<file path="src/rtl/warp_diverge_seq.sv">
`timescale 1ns/1ps
module warp_diverge_seq #(
  parameter int LANES = 32,
  parameter int TW = 5,
  parameter int CW = 16,
  localparam int LW = $clog2(LANES),
  localparam int WW = CW - LW
) (
  input  logic                clk,
  input  logic                rst_n,
  input  logic                init_valid,
  input  logic [CW-1:0]       init_count,
  input  logic [WW-1:0]       init_warp,
  input  logic                br_valid,
  output logic                br_ready,
  input  logic [LANES*TW-1:0] br_target,
  input  logic                phase_done,
  output logic                phase_valid,
  output logic [LANES-1:0]    phase_mask,
  output logic [TW-1:0]       phase_target,
  output logic [LANES-1:0]    active_mask,
  output logic                reconv
);
  logic [LANES-1:0]    base_q, pend_q, init_mask, grp;
  logic [LANES*TW-1:0] tgt_q;
  logic                busy_q, reconv_q;
  logic [LW-1:0]       lead;
  logic [TW-1:0]       lead_tgt;

  always_comb begin
    for (int l = 0; l < LANES; l++)
      init_mask[l] = ({init_warp, LW'(l)} < init_count);
  end

  always_comb begin
    lead = '0;
    for (int l = LANES-1; l >= 0; l--)
      if (pend_q[l]) lead = LW'(l);
  end

  assign lead_tgt = tgt_q[lead*TW +: TW];

  always_comb begin
    for (int l = 0; l < LANES; l++)
      grp[l] = pend_q[l] && (tgt_q[l*TW +: TW] == lead_tgt);
  end

  assign phase_valid  = busy_q && (|pend_q);
  assign phase_mask   = phase_valid ? grp : '0;
  assign phase_target = phase_valid ? lead_tgt : '0;
  assign br_ready     = !busy_q;
  assign reconv       = reconv_q;
  assign active_mask  = busy_q ? phase_mask : base_q;

  always_ff @(posedge clk) begin
    if (!rst_n) begin
      base_q   <= '0;
      pend_q   <= '0;
      tgt_q    <= '0;
      busy_q   <= 1'b0;
      reconv_q <= 1'b0;
    end else begin
      reconv_q <= 1'b0;
      if (!busy_q) begin
        if (init_valid) base_q <= init_mask;
        if (br_valid) begin
          tgt_q  <= br_target;
          pend_q <= init_valid ? init_mask : base_q;
          busy_q <= 1'b1;
        end
      end else if (!(|pend_q)) begin
        busy_q   <= 1'b0;
        reconv_q <= 1'b1;
      end else if (phase_done) begin
        pend_q <= pend_q & ~grp;
        if ((pend_q & ~grp) == '0) begin
          busy_q   <= 1'b0;
          reconv_q <= 1'b1;
        end
      end
    end
  end
endmodule

</file>
<file path="config.mk">
export PLATFORM = sky130hd
export DESIGN_NAME = warp_diverge_seq
export DESIGN_NICKNAME = d
export VERILOG_FILES = /design/src/rtl/warp_diverge_seq.sv
export SDC_FILE = /design/constraint.sdc
export NUM_CORES = 1
export LEC_CHECK = 0
export ABC_AREA = 1
export BUFFER_PORTS_ARGS = -buffer_cell sky130_fd_sc_hd__buf_2
export CORE_MARGIN = 8
export CORE_UTILIZATION = 40
export CTS_CLUSTER_DIAMETER = 40
export DETAILED_ROUTE_END_ITERATION = 16
export MAX_ROUTING_LAYER = met4
export SKIP_CTS_REPAIR_TIMING = 1
export SYNTH_ARGS = -nofsm -noshare
export SYNTH_HDL_FRONTEND = slang
export SYNTH_SLANG_ARGS = --single-unit
export TNS_END_PERCENT = 20
</file>
<file path="constraint.sdc">
create_clock -name clk -period 6.9 [get_ports clk]
set_input_delay 1.035 -clock clk [delete_from_list [all_inputs] [get_ports clk]]
set_output_delay 1.035 -clock clk [all_outputs]
set_load 0.02 [all_outputs]
</file>
-- Word-level counts from Yosys, hierarchy flattened
Cells that the tools add are included.
- register bits after elaboration: 226
- input bits: 192
- word-level logic and storage cells: 164
- $mul: 1
- $lt $le $gt $ge: 32
- equality and inequality tests: 34
- shifts and indexed selects: 1
- multiplexer cells: 48
- bitwise operators: 3
- reductions and logical operators: 40
- operators by type and width (operator ; number):
    $lt 16x16->1 ; 32
    $mux 32 ; 7
    $mux 5 ; 33
    $eq 5x5->1 ; 32
    $shiftx 160x9->5 ; 1
    $logic_and 1x1->1 ; 33
    $and 32x32->32 ; 1
    $logic_not 32->1 ; 1
    $not 32->32 ; 1
    $reduce_or 32->1 ; 1
    $mul 5x3->8 const B ; 1
    $mux 1 ; 8
    $reduce_and 2->1 ; 2
    $reduce_and 3->1 ; 1
    $ne 2x1->1 const B ; 1
    $ne 2x2->1 const B ; 1
    $reduce_bool 2->1 ; 1
    $logic_not 1->1 ; 1
    $not 1->1 ; 1

-- Longest topological paths before layout
Gate-level depths: netlist of the first run.
- depth after elaboration: 43
- depth in mapped cells: 54
- gate-level depth less buffers: 52

-- Worst setup path after synthesis of the first run
OpenSTA, ideal clock, no wires.
- path type: register to output
- start: register pend_q[31]
- end: output port active_mask[28]
- data arrival time: 4.074 ns
- data required time: 5.865 ns
- path slack: 1.791 ns
- stages on the path, launching flop included: 44
- cells stage by stage: dfxtp_1 nand2_1 nand2_1 nand2_1 nand2_1 nand2_1 nand2_1 nand2_1 nand2_1 nand2_1 nand2_1 nand2_1 nand2_1 nand2_1 nand2_1 nand2_1 nand2_1 nand2_1 [8 not listed] nand2_1 nand2_1 nand2_1 nand2_1 a21oi_1 buf_4 buf_4 nand2_1 nand3_1 nand3_1 nand3_1 nand3_2 nand2_2 buf_4 xnor2_1 nand3_1 nor4_1 o21bai_1
- cells in the longest elaborated chain, start to end: 38
- elaborated cells on any way between the ends: 40
- classes of those cells: 1 x mul; 1 x eq/ne; 1 x shift; 34 x mux; 3 x reduce/logical
- RTL lines (item ; line ; RTL):
    from (decl) ; 24 ; logic [LANES-1:0] base_q, pend_q, init_mask, grp;
    from (signal assigned) ; 68 ; pend_q <= init_valid ? init_mask : base_q;
    from (signal assigned) ; 75 ; pend_q <= pend_q & ~grp;
    $mux 5 (32 in series) ; 38 ; if (pend_q[l]) lead = LW'(l);
    $mul 5x3->8 ; 41 ; assign lead_tgt = tgt_q[lead*TW +: TW];
    $shiftx 160x9->5 ; 41 ;
    $eq 5x5->1 ; 45 ; grp[l] = pend_q[l] && (tgt_q[l*TW +: TW] == lead_tgt);
    $logic_and 1x1->1 ; 45 ;
    $mux 32 (*) ; 49 ; assign phase_mask = phase_valid ? grp : '0;
    net phase_mask[28] ; 19 ; output logic [LANES-1:0] phase_mask,
    $mux 32 (*) ; 53 ; assign active_mask = busy_q ? phase_mask : base_q;
    to (decl) ; 21 ; output logic [LANES-1:0] active_mask,
Mark *: on every way through the listed nets, which the timed path passes. The rest lies on a longest branch.

-- Worst setup path after layout of the first run
- start: register pend_q[30]
- end: output port active_mask[3]
- cells in the longest elaborated chain, start to end: 37
- elaborated cells on any way between the ends: 39
- classes of those cells: 1 x mul; 1 x eq/ne; 1 x shift; 33 x mux; 3 x reduce/logical
- RTL lines (item ; line):
    $mux 5 (31 in series) ; 38
    $mul 5x3->8 ; 41
    $shiftx 160x9->5 ; 41
    $eq 5x5->1 ; 45
    $logic_and 1x1->1 ; 45
    $mux 32 (*) ; 49
    $mux 32 (*) ; 53
Mark *: on every way between the ends. The rest lies on a longest branch, timed or not.

==> metrics.cfg, run 1 <==
[worst_setup_path]
cp_max_fo = 85
critical_path_buf_inv_count = 4
cp-start-kind = flip-flop
critPathKind = reg -> out
worst_ep_required_time_ps = 5860
cp.arrival_ps = 5500
cp_common_cell = nand2_1
cp_slowest_cell = nor3_1
cp_slowest_stage_delay_ps = 400
path_delay_family = simple AND/OR/NAND/NOR gates
cp-end-kind = primary output

[die]
coreArea_um2 = 34100
die_width_um = 201
rows = 68
chipHeight_um = 201
start_util = 0.402
dieArea_um2 = 40500
ios = 264

[yosys]
synth_edf_count = 0
synth.top_cell.area_share = 0.330
syn_inst = 2165
ys.flop_type = dfxtp_1
ys_top_cells_by_area = dfxtp_1 (33%), nand2_1 (12%), nand3_1 (11%)
synth_seq_cells = 226
postSynthAreaPerCell_um2 = 6.33
yosys.area.top_type = dfxtp_1
synthTopCellsByCount = nand2_1 (455), nand3_1 (290), dfxtp_1 (226), nor2_1 (226), o21ai_0 (219)
synth_cell_types = 39
yosys_warnings = 0
synth_area_um2 = 13700
syn_nets = 2369
synth_most_common_cell = nand2_1
synthArstFlopShare = 0
synth-seq-area-share = 0.330

[cts]
cts_tree = done
clk_pin_slew_ps = 60
htree_num_levels = 2
clk-insertion-delay-late_ps = 540
cts_root_buf = clkbuf_16
cts.sinks = 226
cts.path.max_buffers = 3
numCtsBuffers = 42

[timing]
hold_viol_final = 0
hold_slack_ps = 486
drv_slew = 0
setup_viol = 0
finalClockSkew_ps = 22.4
max-slew-margin-rel = 0.238
worstMarginPinSlew_ps = 1140
period_share = 0.948
max_freq_mhz = 153
period_needed_ps = 6540
setup_tns_ps = 0
rsz0062_at_grt = yes

[job]
maxCapViolCount = 0

[power_and_ir_drop]
ir_worst_vdd_mv = 0.190
power_mw = 6.67
leakagePower_nw = 7.60
p_per_area_nw_per_um2 = 397

[worst_hold_path]
hold_class = reg -> reg

[global_routing]
grt_use_total = 0.275
antenna_found_initial = 0
grt_pass1_vias = 14639
grt_max_degree = 185
grt_pass1_wl_um = 86300
overflow = 0

[route]
wl_per_cell_um = 19.9
routed_wl_um = 56800
drt-vias-per-instance = 5.41
dr.first_iter.drc_count = 1537
antenna_left = 0
vias = 15416
drc_errors = 0
first_pass_iters = 5

[final_layout]
multiInputGateArea_um2 = 7870
ff_latch_area_um2 = 4530
final_area_um2 = 16800
syn2layout_area_growth_pct = 22.7
drive_gt1_frac = 0.168
diodes = 0
final_core_util = 0.493
fillCellCount = 3581
fin_nets = 2564

[outcome]
status = complete, no violations

[placed_design]
routabilityCongestion = 0.958
port-buffer-count = 263
place_area_um2 = 15200
hpwl_um = 41700

## worst reg2reg max path, delay by kind of cell (launching register included)
family,cells,cell delay (ps)
buf+inv,3,620
flops,1,390
simple gates,49,4040
## power breakdown
part	leakage (nW)	switching (mW)	internal (mW)	total (mW)
registers	1.87	0.136	1.44	1.58
clock network	0.721	0.774	1.39	2.16
logic	5.01	2.03	0.902	2.93
total	7.60	2.94	3.74	6.67
## through the flow
stage,cells,setup slack [ps]
5_1_grt,2849,-88.6
3_3_place_gp,2765,658
2_1_floorplan,2165,1790
4_1_cts,2843,50.1
3_5_place_dp,2765,626
6_report,2849,360
## layer usage
metal	share of wire	wire length [um]	up-vias	global-route usage
li1	-	-	7602	-
met1	0.47	26700	7064	0.378
met2	0.43	24500	648	0.411
met3	0.072	4090	102	0.0445
met4	0.026	1480	0	0.0807
met5	0	0	-	-
## cell type report
class / count / area share
Sequential cell: 226 / 0.269
Tap cell: 455 / 0.0338
Inverter: 207 / 0.0462
Multi-Input combinational cell: 1591 / 0.468
Timing Repair Buffer: 292 / 0.0950
Clock buffer: 51 / 0.0700
Clock inverter: 27 / 0.0185
## kinds of logic (layout without fill, tap and decap cells)
family / Yosys count / in the layout / share of synthesized area
flip-flops: 226 / 226 / 0.330
XOR/XNOR: 56 / 56 / 0.0358
AND/OR/NAND/NOR: 1039 / 1040 / 0.324
adder cells (fa/ha/maj): 12 / 12 / 0.0109
AO/OA/AOI/OAI: 483 / 483 / 0.195
buffers and inverters: 349 / 577 / 0.104
## sequential cells by signal, indices dropped and copies added (netlist names)
| register | cells |
|---|---|
| reconv | 1 |
| tgt_q | 160 |
| pend_q | 32 |
| base_q | 32 |
| busy_q | 1 |
## final timing paths
path,startpoint,endpoint,slack [ps],depth (start not counted)
worst max-delay path,pend_q[30],active_mask[3],360,47
worst min-delay path,tgt_q[73],tgt_q[73],490,2
worst max register to register,pend_q[30],busy_q,1740,52
worst min register to register,tgt_q[73],tgt_q[73],490,2
## layout by cell type, fill, tap and decap left out, types with 6 or more instances in the layout
cell and count:
o22ai_1 36, dfxtp_1 225, nor2_1 226, a31oi_1 44, buf_2 262, inv_6 7
ha_1 12, inv_2 8, nand3_1 290, o21ai_0 219, nor3_1 28, nand3b_1 7
xnor2_1 22, o21bai_1 31, nand2_1 454, a21oi_1 125, nand3_2 6, nor3_2 8
clkbuf_16 45, a32oi_1 7, buf_4 25, xor2_1 34, inv_1 195
No activity file was read; power rests on OpenSTA's default activity.
==> run 2, diff against run 1 <==
==> constraint.sdc (replaced) <==
create_clock -name clk -period 7.85 [get_ports clk]
set_input_delay 1.1775 -clock clk [delete_from_list [all_inputs] [get_ports clk]]
set_output_delay 1.1775 -clock clk [all_outputs]
set_load 0.02 [all_outputs]
==> metrics.cfg, run 2 (synthesis results as in run 1) <==
[final_layout]
largest_reg_flops = 160
final_common_cell = nand2_1
final_core_util = 0.485
final_cell_mix = nand2_1 (454), nand3_1 (290), buf_2 (262)
fin_nets = 2551
drive_gt1_frac = 0.160
syn2layout_area_growth_pct = 20.6
largest-register = tgt_q
reg_top3 = tgt_q x160, base_q x32, pend_q x32
final_area_um2 = 16500
diodes = 0

[die]
ios = 264
dieArea_um2 = 40500
coreArea_um2 = 34100
chipHeight_um = 201
die_width_um = 201
rows = 68
start_util = 0.402

[route]
dr.first_iter.drc_count = 1420
vias = 15410
drt-vias-per-instance = 5.44
wl_per_cell_um = 19.9
drc_errors = 0
first_pass_iters = 5
routed_wl_um = 56200
antenna_left = 0

[worst_setup_path]
cp_slowest_stage_delay_ps = 790
path_delay_family = simple AND/OR/NAND/NOR gates
cp_max_fo = 32
cp-start-kind = flip-flop
cp_common_cell = nand2_1
cp-end-kind = primary output
cp_slowest_cell = nand2_2
critical_path_buf_inv_count = 2
cp.arrival_ps = 6000
critPathKind = reg -> out
worst_ep_required_time_ps = 6670

[timing]
setup_tns_ps = 0
max_freq_mhz = 139
finalClockSkew_ps = 18.5
rsz0062_at_grt = no
max-slew-margin-rel = 0.229
period_needed_ps = 7180
hold_viol_final = 0
drv_slew = 0
setup_viol = 0
worstMarginPinSlew_ps = 1150
setup_slack_ps = 675
period_share = 0.914

[job]
maxCapViolCount = 0

[power_and_ir_drop]
pwr-share-seq = 0.246
ir_worst_vdd_mv = 0.173
power_mw = 5.64
internal_power_mw = 3.14
swShare = 0.442
power_frac_comb = 0.438
leakagePower_nw = 7.48
p_per_area_nw_per_um2 = 341
power.share.clock = 0.316
p_sw_mw = 2.50

[global_routing]
overflow = 0
grt_pass1_vias = 14757
grt_use_total = 0.274
grt_pass1_wl_um = 86400
grt_max_degree = 173
antenna_found_initial = 0

[outcome]
status = complete, no violations

[cts]
cts.path.max_buffers = 3
cts.sinks = 226
numCtsBuffers = 38
clk_pin_slew_ps = 60
clk-insertion-delay-late_ps = 530
cts_root_buf = clkbuf_16
htree_num_levels = 2
cts_tree = done

[placed_design]
place_ws_ps = 1110
place_area_um2 = 15200
routabilityCongestion = 0.915
hpwl_um = 41200
port-buffer-count = 263

[worst_hold_path]
hold_class = reg -> reg

-- run 2: changes by cell type in the layout (fill, tap and decap cells not counted), sizes merged --
| cell | change |
|---|---|
| inv | -6 |
| clkbuf | -8 |
| buf | -8 |
| clkinv | +4 |
| bufinv | +1 |
| nand2 | -1 |
-- run 2: path summary, 6_finish.rpt --
check	startpoint	to	slack, ps	depth (start not counted)
hold reg to reg	tgt_q[90]	tgt_q[90]	480	2
setup / recovery	pend_q[31]	active_mask[15]	670	45
setup reg to reg	pend_q[31]	busy_q	2280	50
hold / removal	tgt_q[90]	tgt_q[90]	480	2
-- run 2: metal layers --
| metal | track usage | vias up | part of all wire |
|---|---|---|---|
| li1 | - | 7564 | - |
| met4 | 0.0870 | 0 | 0.032 |
| met5 | - | - | 0 |
| met3 | 0.0363 | 108 | 0.066 |
| met1 | 0.379 | 7103 | 0.47 |
| met2 | 0.411 | 635 | 0.43 |
-- run 2: metrics by stage --
step	hold WS (ps)	instances
after floorplan	453	2165
after global placement	472	2762
after detailed placement	475	2762
after CTS	484	2831
after global routing	510	2831
final	482	2831
-- run 2: layout make-up --
class                           count  area [um^2]
Clock buffer                       43         1050
Clock inverter                     26          319
Fill cell                        3582        17600
Inverter                          207          777
Multi-Input combinational cell   1590         7790
Sequential cell                   226         4530
Tap cell                          455          569
Timing Repair Buffer              284         1500
-- run 2: worst register-to-register path: cells and delay by family (launching register included) --
kind	cells	cell delay, ps
flops	1	420
simple gates	46	4000
compound gates	2	290
buf+inv	2	750
-- run 2: power by group through the flow --
| stage | clock, mW | sequential [mW] | combinational (mW) |
|---|---|---|---|
| 3_3_place_gp | 0 | 1.41 | 2.42 |
| 5_1_grt | 1.85 | 1.40 | 2.71 |
| 4_1_cts | 1.80 | 1.38 | 2.44 |
| 6_report | 1.78 | 1.39 | 2.47 |
| 2_1_floorplan | 0 | 1.36 | 1.75 |
| 3_5_place_dp | 0 | 1.41 | 2.43 |
==> run 3, diff against run 2 <==
==> constraint.sdc (replaced) <==
create_clock -name clk -period 8.7 [get_ports clk]
set_input_delay 1.305 -clock clk [delete_from_list [all_inputs] [get_ports clk]]
set_output_delay 1.305 -clock clk [all_outputs]
set_load 0.02 [all_outputs]
==> metrics.cfg, run 3 (synthesis results as in run 1) <==
[timing]
setup_viol = 0
hold_slack_ps = 483
setup_slack_ps = 1090
finalClockSkew_ps = 21.7
max_freq_mhz = 131
rsz0062_at_grt = no
period_share = 0.875
setup_tns_ps = 0
hold_viol_final = 0
drv_slew = 0
max-slew-margin-rel = 0.240
period_needed_ps = 7610
worstMarginPinSlew_ps = 1140

[power_and_ir_drop]
p_sw_mw = 2.30
p_per_area_nw_per_um2 = 311
pwr-share-seq = 0.243
power_frac_comb = 0.434
leakagePower_nw = 7.49
power.share.clock = 0.323
internal_power_mw = 2.85
ir_worst_vdd_mv = 0.132
power_mw = 5.15
swShare = 0.446

[die]
dieArea_um2 = 40500
start_util = 0.402
ios = 264
rows = 68
chipHeight_um = 201
die_width_um = 201
coreArea_um2 = 34100

[final_layout]
diodes = 0
drive_gt1_frac = 0.160
reg_top3 = tgt_q x160, base_q x32, pend_q x32
final_common_cell = nand2_1
largest-register = tgt_q
final_cell_mix = nand2_1 (454), nand3_1 (290), buf_2 (262)
largest_reg_flops = 160
stdcell_count = 2834
fin_nets = 2552
syn2layout_area_growth_pct = 20.7
fillCellCount = 3577

[cts]
clk-insertion-delay-late_ps = 530
clk_pin_slew_ps = 60
cts_root_buf = clkbuf_16
cts.sinks = 226
htree_num_levels = 2
numCtsBuffers = 40
cts.path.max_buffers = 3
cts_tree = done

[worst_setup_path]
cp_common_cell = nand2_1
cp-end-kind = primary output
cp-start-kind = flip-flop
reg2reg_from = pend_q[30]
timing.critical_path.from = pend_q[30]
critPathKind = reg -> out
cp_slowest_cell = buf_4
worst_ep_required_time_ps = 7390
cp_slowest_stage_delay_ps = 570
cp_max_fo = 64
rr_worst_depth = 51
cp.arrival_ps = 6310

[outcome]
status = complete, no violations

[placed_design]
place_ws_ps = 1750
dp_cells = 2761
hpwl_um = 41700
port-buffer-count = 263
routabilityCongestion = 0.934

[route]
vias = 15490
drc_errors = 0
antenna_left = 0
first_pass_iters = 5
wl_per_cell_um = 20.0
dr.first_iter.drc_count = 1517
drt-vias-per-instance = 5.47
routed_wl_um = 56600

[global_routing]
overflow = 0
grt_pass1_vias = 14813
grt_max_degree = 217
grt_pass1_wl_um = 86800
antenna_found_initial = 0
grt_use_total = 0.275

[worst_hold_path]
hold_depth = 2
holdCritStartpoint = tgt_q[52]
hold_class = reg -> reg

[job]
maxCapViolCount = 0

-- run 3: cell count changes in the layout (fill, tap and decap cells not counted), moves of 2 or more --
cell	previous run	this run
inv_6	3	10
clkinv_2	7	2
inv_8	1	5
clkinv_4	3	1
clkinv_8	2	0
-- run 3: routing by layer --
layer	GRT usage	wire length [um]	up-vias
met5	-	0	-
met4	0.0841	1610	0
met3	0.0458	4340	103
met2	0.411	24500	690
met1	0.376	26200	7131
li1	-	-	7566
-- run 3: final timing paths --
check	endpoint	slack (ps)
setup / recovery	active_mask[29]	1090
hold / removal	tgt_q[52]	480
setup reg to reg	busy_q	2830
hold reg to reg	tgt_q[52]	480
-- run 3: metrics by stage --
stage | instance area, um^2 | util
2_1_floorplan | 13700 | -
3_3_place_gp | 15100 | 0.444
3_5_place_dp | 15100 | 0.444
4_1_cts | 16500 | 0.485
5_1_grt | 16500 | 0.485
6_report | 16500 | 0.485
-- run 3: final cells by class --
type | instances | area, um^2 | share of cell area
multi-input cells | 1590 | 7780 | 0.470
clock buffers | 44 | 1060 | 0.0639
clock inverters | 29 | 358 | 0.0216
well taps | 455 | 569 | 0.0344
inverters | 207 | 777 | 0.0470
flip-flops and latches | 226 | 4530 | 0.273
repair buffers | 283 | 1480 | 0.0895
-- run 3: power by group through the flow --
stage / combinational, mW / sequential [mW] / clock [mW]
finish: 2.23 / 1.25 / 1.67
global route: 2.45 / 1.26 / 1.73
CTS: 2.20 / 1.25 / 1.68
detailed placement: 2.19 / 1.27 / 0
global placement: 2.18 / 1.27 / 0
floorplan: 1.58 / 1.23 / 0
-- run 3: worst max-delay path, delay by kind of cell, from the launching register on --
kind	cells	cell delay, ps
AOI/OAI and AO/OA	1	190
and+or+nand+nor	40	3760
buffers and inverters	4	1290
xor gates and xnor gates	1	120
DFF	1	380
